[config.mk]
export PLATFORM = sky130hd
export DESIGN_NAME = pkt_rx_filter
export DESIGN_NICKNAME = d
export VERILOG_FILES = /design/src/rtl/pkt_rx_pkg.sv /design/src/rtl/pkt_rx_deser.sv /design/src/rtl/pkt_rx_crc.sv /design/src/rtl/pkt_rx_ctl.sv /design/src/rtl/pkt_rx_filter.sv
export SDC_FILE = /design/constraint.sdc
export NUM_CORES = 1
export LEC_CHECK = 0
export ABC_CLOCK_PERIOD_IN_PS = 2800
export BUFFER_PORTS_ARGS = -buffer_cell sky130_fd_sc_hd__buf_4
export CELL_PAD_IN_SITES_DETAIL_PLACEMENT = 1
export CELL_PAD_IN_SITES_GLOBAL_PLACEMENT = 1
export CORE_MARGIN = 2
export CORE_UTILIZATION = 42
export CTS_CLUSTER_DIAMETER = 100
export DETAILED_ROUTE_END_ITERATION = 12
export PLACE_DENSITY_LB_ADDON = 0.1
export SLEW_MARGIN = 15
export SYNTH_ARGS = -nofsm -noshare
export SYNTH_HDL_FRONTEND = slang
export SYNTH_SLANG_ARGS = --single-unit
[constraint.sdc]
create_clock -name clk -period 2.8 [get_ports clk]
set_clock_uncertainty 0.15 [all_clocks]
set_input_delay 0.14 -clock clk [delete_from_list [all_inputs] [get_ports clk]]
set_output_delay 0.14 -clock clk [all_outputs]
set_load 0.05 [all_outputs]
[src/rtl/pkt_rx_pkg.sv]
package pkt_rx_pkg;
  localparam int BYTE_W = 8;

  typedef enum logic [2:0] {
    PH_DST,
    PH_SRC,
    PH_LEN,
    PH_PAY,
    PH_CHK,
    PH_DONE
  } phase_t;

  function automatic logic [BYTE_W-1:0] crc_step(
    input logic [BYTE_W-1:0] crc_in,
    input logic [BYTE_W-1:0] din,
    input logic [BYTE_W-1:0] poly
  );
    logic [BYTE_W-1:0] c;
    c = crc_in ^ din;
    for (int i = 0; i < BYTE_W; i++) begin
      c = c[BYTE_W-1] ? ((c << 1) ^ poly) : (c << 1);
    end
    return c;
  endfunction
endpackage

[src/rtl/pkt_rx_deser.sv]
module pkt_rx_deser #(
  parameter int W = 8
) (
  input  logic         clk,
  input  logic         rst_n,
  input  logic         clr,
  input  logic         take,
  input  logic         bit_in,
  output logic         byte_stb,
  output logic [W-1:0] byte_val
);
  localparam int CW = $clog2(W);
  localparam logic [CW-1:0] LAST = CW'(W - 1);

  logic [CW-1:0] cnt;
  logic [W-1:0]  sh;

  always_ff @(posedge clk) begin
    if (!rst_n) begin
      cnt <= '0;
      sh  <= '0;
    end else if (clr) begin
      cnt <= '0;
    end else if (take) begin
      sh  <= {bit_in, sh[W-1:1]};
      cnt <= (cnt == LAST) ? '0 : cnt + 1'b1;
    end
  end

  assign byte_stb = take && (cnt == LAST);
  assign byte_val = {bit_in, sh[W-1:1]};
endmodule

[src/rtl/pkt_rx_crc.sv]
module pkt_rx_crc
  import pkt_rx_pkg::*;
#(
  parameter logic [BYTE_W-1:0] POLY = 8'h07,
  parameter logic [BYTE_W-1:0] INIT = 8'h00
) (
  input  logic              clk,
  input  logic              rst_n,
  input  logic              clr,
  input  logic              upd,
  input  logic [BYTE_W-1:0] din,
  output logic [BYTE_W-1:0] crc
);
  always_ff @(posedge clk) begin
    if (!rst_n || clr) crc <= INIT;
    else if (upd)      crc <= crc_step(crc, din, POLY);
  end
endmodule

[src/rtl/pkt_rx_ctl.sv]
module pkt_rx_ctl
  import pkt_rx_pkg::*;
#(
  parameter logic [BYTE_W-1:0] BCAST = 8'hFF,
  parameter int                AW    = 8
) (
  input  logic              clk,
  input  logic              rst_n,
  input  logic              carrier,
  input  logic              take,
  input  logic              byte_stb,
  input  logic [BYTE_W-1:0] byte_val,
  input  logic [BYTE_W-1:0] station_addr,
  input  logic [BYTE_W-1:0] crc_val,
  output logic              busy,
  output logic              ready,
  output logic              crc_upd,
  output logic              buf_we_n,
  output logic [AW-1:0]     buf_addr,
  output logic [BYTE_W-1:0] buf_wdata,
  output logic              st_valid,
  output logic              st_good,
  output logic              st_bad,
  output logic              st_ignored,
  output logic [BYTE_W-1:0] st_src,
  output logic [BYTE_W-1:0] st_len
);
  phase_t            phase;
  logic              drop;
  logic [BYTE_W-1:0] remain;
  logic [AW-1:0]     idx;

  assign ready   = (phase != PH_DONE);
  assign crc_upd = byte_stb && (phase != PH_CHK);

  always_ff @(posedge clk) begin
    if (!rst_n) begin
      phase      <= PH_DST;
      busy       <= 1'b0;
      drop       <= 1'b0;
      remain     <= '0;
      idx        <= '0;
      buf_we_n   <= 1'b1;
      buf_addr   <= '0;
      buf_wdata  <= '0;
      st_valid   <= 1'b0;
      st_good    <= 1'b0;
      st_bad     <= 1'b0;
      st_ignored <= 1'b0;
      st_src     <= '0;
      st_len     <= '0;
    end else begin
      buf_we_n   <= 1'b1;
      st_valid   <= 1'b0;
      st_good    <= 1'b0;
      st_bad     <= 1'b0;
      st_ignored <= 1'b0;
      if (phase == PH_DONE) begin
        phase <= PH_DST;
      end else if (busy && !carrier) begin
        st_valid <= 1'b1;
        st_bad   <= 1'b1;
        busy     <= 1'b0;
        phase    <= PH_DONE;
      end else begin
        if (take) busy <= 1'b1;
        if (byte_stb) begin
          unique case (phase)
            PH_DST: begin
              drop  <= !((byte_val == station_addr) || (byte_val == BCAST));
              phase <= PH_SRC;
            end
            PH_SRC: begin
              st_src <= byte_val;
              phase  <= PH_LEN;
            end
            PH_LEN: begin
              st_len <= byte_val;
              remain <= byte_val;
              idx    <= '0;
              phase  <= (byte_val == '0) ? PH_CHK : PH_PAY;
            end
            PH_PAY: begin
              if (!drop) begin
                buf_we_n  <= 1'b0;
                buf_addr  <= idx;
                buf_wdata <= byte_val;
              end
              idx    <= idx + 1'b1;
              remain <= remain - 1'b1;
              if (remain == 8'd1) phase <= PH_CHK;
            end
            PH_CHK: begin
              st_valid   <= 1'b1;
              st_ignored <= drop;
              st_good    <= !drop && (byte_val == crc_val);
              st_bad     <= !drop && (byte_val != crc_val);
              busy       <= 1'b0;
              phase      <= PH_DONE;
            end
            default: phase <= PH_DST;
          endcase
        end
      end
    end
  end
endmodule

[src/rtl/pkt_rx_filter.sv]
module pkt_rx_filter
  import pkt_rx_pkg::*;
#(
  parameter logic [BYTE_W-1:0] BCAST_ADDR = 8'hFF,
  parameter logic [BYTE_W-1:0] CRC_POLY   = 8'h07,
  parameter logic [BYTE_W-1:0] CRC_INIT   = 8'h00,
  parameter int                BUF_AW     = 8
) (
  input  logic              clk,
  input  logic              rst_n,
  input  logic [BYTE_W-1:0] station_addr,
  input  logic              carrier,
  input  logic              bit_valid,
  input  logic              bit_data,
  output logic              bit_ready,
  output logic              buf_we_n,
  output logic [BUF_AW-1:0] buf_addr,
  output logic [BYTE_W-1:0] buf_wdata,
  output logic              st_valid,
  output logic              st_good,
  output logic              st_bad,
  output logic              st_ignored,
  output logic [BYTE_W-1:0] st_src,
  output logic [BYTE_W-1:0] st_len
);
  logic              take;
  logic              byte_stb;
  logic [BYTE_W-1:0] byte_val;
  logic [BYTE_W-1:0] crc_val;
  logic              crc_upd;
  logic              busy;

  assign take = bit_valid && bit_ready && carrier;

  pkt_rx_deser #(.W(BYTE_W)) deser_i (
    .clk(clk), .rst_n(rst_n), .clr(!carrier), .take(take), .bit_in(bit_data),
    .byte_stb(byte_stb), .byte_val(byte_val)
  );

  pkt_rx_crc #(.POLY(CRC_POLY), .INIT(CRC_INIT)) crc_i (
    .clk(clk), .rst_n(rst_n), .clr(!busy), .upd(crc_upd), .din(byte_val), .crc(crc_val)
  );

  pkt_rx_ctl #(.BCAST(BCAST_ADDR), .AW(BUF_AW)) ctl_i (
    .clk(clk), .rst_n(rst_n), .carrier(carrier), .take(take),
    .byte_stb(byte_stb), .byte_val(byte_val), .station_addr(station_addr),
    .crc_val(crc_val), .busy(busy), .ready(bit_ready), .crc_upd(crc_upd),
    .buf_we_n(buf_we_n), .buf_addr(buf_addr), .buf_wdata(buf_wdata),
    .st_valid(st_valid), .st_good(st_good), .st_bad(st_bad),
    .st_ignored(st_ignored), .st_src(st_src), .st_len(st_len)
  );
endmodule

==> flow_summary.ini <==
[status]
status = finished, final reports clean

[clock_tree]
cts_tree = yes
hold_buffers = 5
clk_latency_ns = 0.36
cts.repair.resized = 0
numClockSinks = 76
numCtsBuffers = 9
post_cts_buffers = 0
htreeDepth = 3
clockBufferDepth = 2
cts_root_buffer = clkbuf_8
clk_pin_slew_worst_paths_ns = 0.09

[synthesis]
ys_types = 44
synth_top_family_by_area = simple AND/OR/NAND/NOR gates
synth_sequential_area_ratio_pct = 43.63
synth_edf_count = 0
netlist_area_um2 = 3487
synth_area_per_cell_um2 = 8.568
yosys.area.top_type = dfxtp_1
synth.mux.area_fraction_pct = 7.176
yosys.area_share.simple_pct = 21.82
synthCells = 407
ys_top_cells_by_count = dfxtp_1, nand2_1, nor2_1, a21oi_1, mux2i_1
synthAdderAreaFrac_pct = 2.870
synth_xor_area_share_pct = 9.652
synth_compound_area_share_pct = 10.76
synth_area_leaders = dfxtp_1, mux2i_1, nand2_1
ys_async_sr_fraction_pct = 0
ys_seq_elements = 76
yosysMostFrequentCell = dfxtp_1
synth_flop_cell = dfxtp_1
yosysWarnings = 0
synth_nets = 428
synth_top_cell_area_share_pct = 43.63

[timing]
finalSetupViolCount = 0
slew_headroom_pct = 59.92
period_share_pct = 83.32
worstMarginPinSlew_ns = 0.5989
rsz0062_at_grt = false
period_needed_ns = 2.333
final_max_slew_viol_count = 0
hold_viol_final = 0
setup_tns_ns = 0
hold_ws_ns = 0.2429
timing.fmax_ghz = 0.4286

[detailed_routing]
wl_um = 9794
vias = 3081
drt_iter0_drc = 84
wire_per_inst_um = 17.18
ant_nets = 0
vias_per_cell = 5.405
drc = 0
firstDrtPassIters = 4

[critical_path]
reg2reg_depth = 7
critPathBufInv = 0
path_class = register to register
rr_endpoint = ctl_i.buf_addr[4]$_SDFFE_PN0P_
worst-r2r-setup-slack_ns = 0.47
slowest_stage = or4_4
crit_family = simple AND/OR/NAND/NOR gates
cp_max_fo = 17
cp-end-kind = register
cp.arrival_ns = 2.43
path_cells = ha_1 > ha_1 > and3_1 > nand2_2 > or4_4 > mux2i_1 > nor2_1
crit_top_cell = ha_1
crit_path_max_incr_delay_ns = 0.67
crit_required_ns = 2.89
start_kind = register
r2r-start = deser_i.cnt[0]$_SDFFE_PN0P_

[pwr]
irDropWorstVdd_mv = 0.2253
power_density_nw_per_um2 = 476.4
clkPwrFrac_pct = 40.2
p_seq_share_pct = 54.5
finalPower_mw = 1.997
switching_share_pct = 26.79
p_sw_mw = 0.5350
power_leakage_nw = 1.830
comb_power_share_pct = 5.3
internal-power_mw = 1.462

[min_path]
whs_endpoint = ctl_i.drop$_SDFFE_PN0P_
hold_class = input port to register
hold_depth = 6
min_from = station_addr[4]

[die]
chipHeight_um = 95.12
die_w_um = 95.12
core_area_um2 = 8134
rows = 33
io_pins = 51
start_util_pct = 42.87
dieArea_um2 = 9048

[place]
numPortBuffers = 50
place_hpwl_um = 6828
finalWeightedCongestion = 0.8518

[global_route]
grt_max_degree = 22
grt_antenna_before_repair = 0
grt_pass1_wl_um = 15850
grt.total_usage_pct = 23.17
grt_pass1_vias = 3190
grt_overflow_total = 0

[final_layout]
drive_gt1_share_pct = 17.42
regArea_um2 = 1521
layout.nets = 481
n_fill_cell = 975
multi_input_area_um2 = 1823
areaGrowthSynthToFinish_pct = 20.24
n_antenna_cell = 0

[flow_run]
max_cap_violations = 0
-- routing by layer --
layer | share of wire, % | wire length, µm | vias up | global-route usage [%]
met5 | 0 | 0 | - | 0
met4 | 0.95 | 93 | 0 | 6.643
met3 | 4.1 | 400 | 8 | 5.138
met2 | 52 | 5129 | 53 | 41.37
met1 | 43 | 4171 | 1521 | 27.78
li1 | - | - | 1499 | -
-- power groups by stage --
stage                     sequential (mW)  combinational, mW  clock (mW)
after CTS                            1.09              0.106       0.823
after floorplan                      1.11             0.0608           0
after detailed placement             1.11             0.0998           0
final                                1.09              0.106       0.804
after global placement               1.11             0.0974           0
after global routing                 1.09              0.115       0.874
-- logic make-up after synthesis --
| kind of cell | Yosys count |
|---|---|
| AOI/OAI and AO/OA | 66 |
| xor gates and xnor gates | 35 |
| adders and majority gates | 8 |
| buffers and inverters | 30 |
| DFF | 76 |
| muxes | 25 |
| and+or+nand+nor | 167 |
-- layout by cell type, fill, tap and decap left out, types with 10 or more instances in the layout --
cell / Yosys / routed
mux2i_1: 25 / 25
a21oi_1: 39 / 39
dfxtp_1: 76 / 76
nor2_1: 49 / 49
xnor2_1: 17 / 17
xor2_1: 16 / 16
nand2_1: 63 / 63
buf_4: 1 / 62
nand3_1: 11 / 11
o21ai_0: 10 / 10
-- tightest hold or removal path: cells and delay by family --
kind | cells | cell delay [ns]
buf+inv | 1 | 0.08
xor+xnor | 1 | 0.14
mux | 1 | 0.08
simple gates | 2 | 0.14
compound gates | 1 | 0.13
-- state kept, by name, summed over array words and instances (netlist names) --
signal            count
deser_i.sh            7
ctl_i.remain          8
crc_i.crc             8
deser_i.cnt           3
ctl_i.busy            1
ctl_i.st_ignored      1
ctl_i.buf_addr        8
ctl_i.st_src          8
ctl_i.st_len          8
ctl_i.buf_we_n        1
ctl_i.buf_wdata       8
ctl_i.drop            1
ctl_i.st_good         1
ctl_i.st_bad          1
ctl_i.st_valid        1
ctl_i.idx             8
ctl_i.phase           3
-- per-stage QoR --
stage / utilization [%] / setup slack (ns) / cell area (µm²) / instances
2_1_floorplan: - / 0.6225 / 3487 / 407
3_3_place_gp: 48.68 / 0.5982 / 3960 / 549
3_5_place_dp: 48.68 / 0.4890 / 3960 / 549
4_1_cts: 51.55 / 0.4543 / 4193 / 570
5_1_grt: 51.55 / 0.3373 / 4193 / 570
6_report: 51.55 / 0.4670 / 4193 / 570
-- worst max path at each step --
stage	slack, ns	cells after the start	start	endpoint
2_1_floorplan	0.62	9	deser_i.cnt[0]$_SDFFE_PN0P_	ctl_i.buf_we_n$_SDFF_PP1_
3_3_place_gp	0.60	6	deser_i.cnt[0]$_SDFFE_PN0P_	ctl_i.buf_we_n$_SDFF_PP1_
3_5_place_dp	0.49	7	deser_i.cnt[0]$_SDFFE_PN0P_	ctl_i.buf_addr[4]$_SDFFE_PN0P_
4_1_cts	0.45	7	deser_i.cnt[0]$_SDFFE_PN0P_	ctl_i.buf_addr[4]$_SDFFE_PN0P_
5_1_grt	0.34	7	deser_i.cnt[0]$_SDFFE_PN0P_	ctl_i.buf_addr[4]$_SDFFE_PN0P_
6_report	0.47	7	deser_i.cnt[0]$_SDFFE_PN0P_	ctl_i.buf_addr[4]$_SDFFE_PN0P_
-- layout make-up --
cell class | count | area share (%)
multi-input combinational | 301 | 43.48
sequential | 76 | 36.29
clock inverter | 7 | 1.403
clock buffer | 9 | 2.954
tap | 105 | 3.133
timing repair buffer | 67 | 12.29
inverter | 5 | 0.4476
Note: power is estimated with default switching activity, not from simulation.
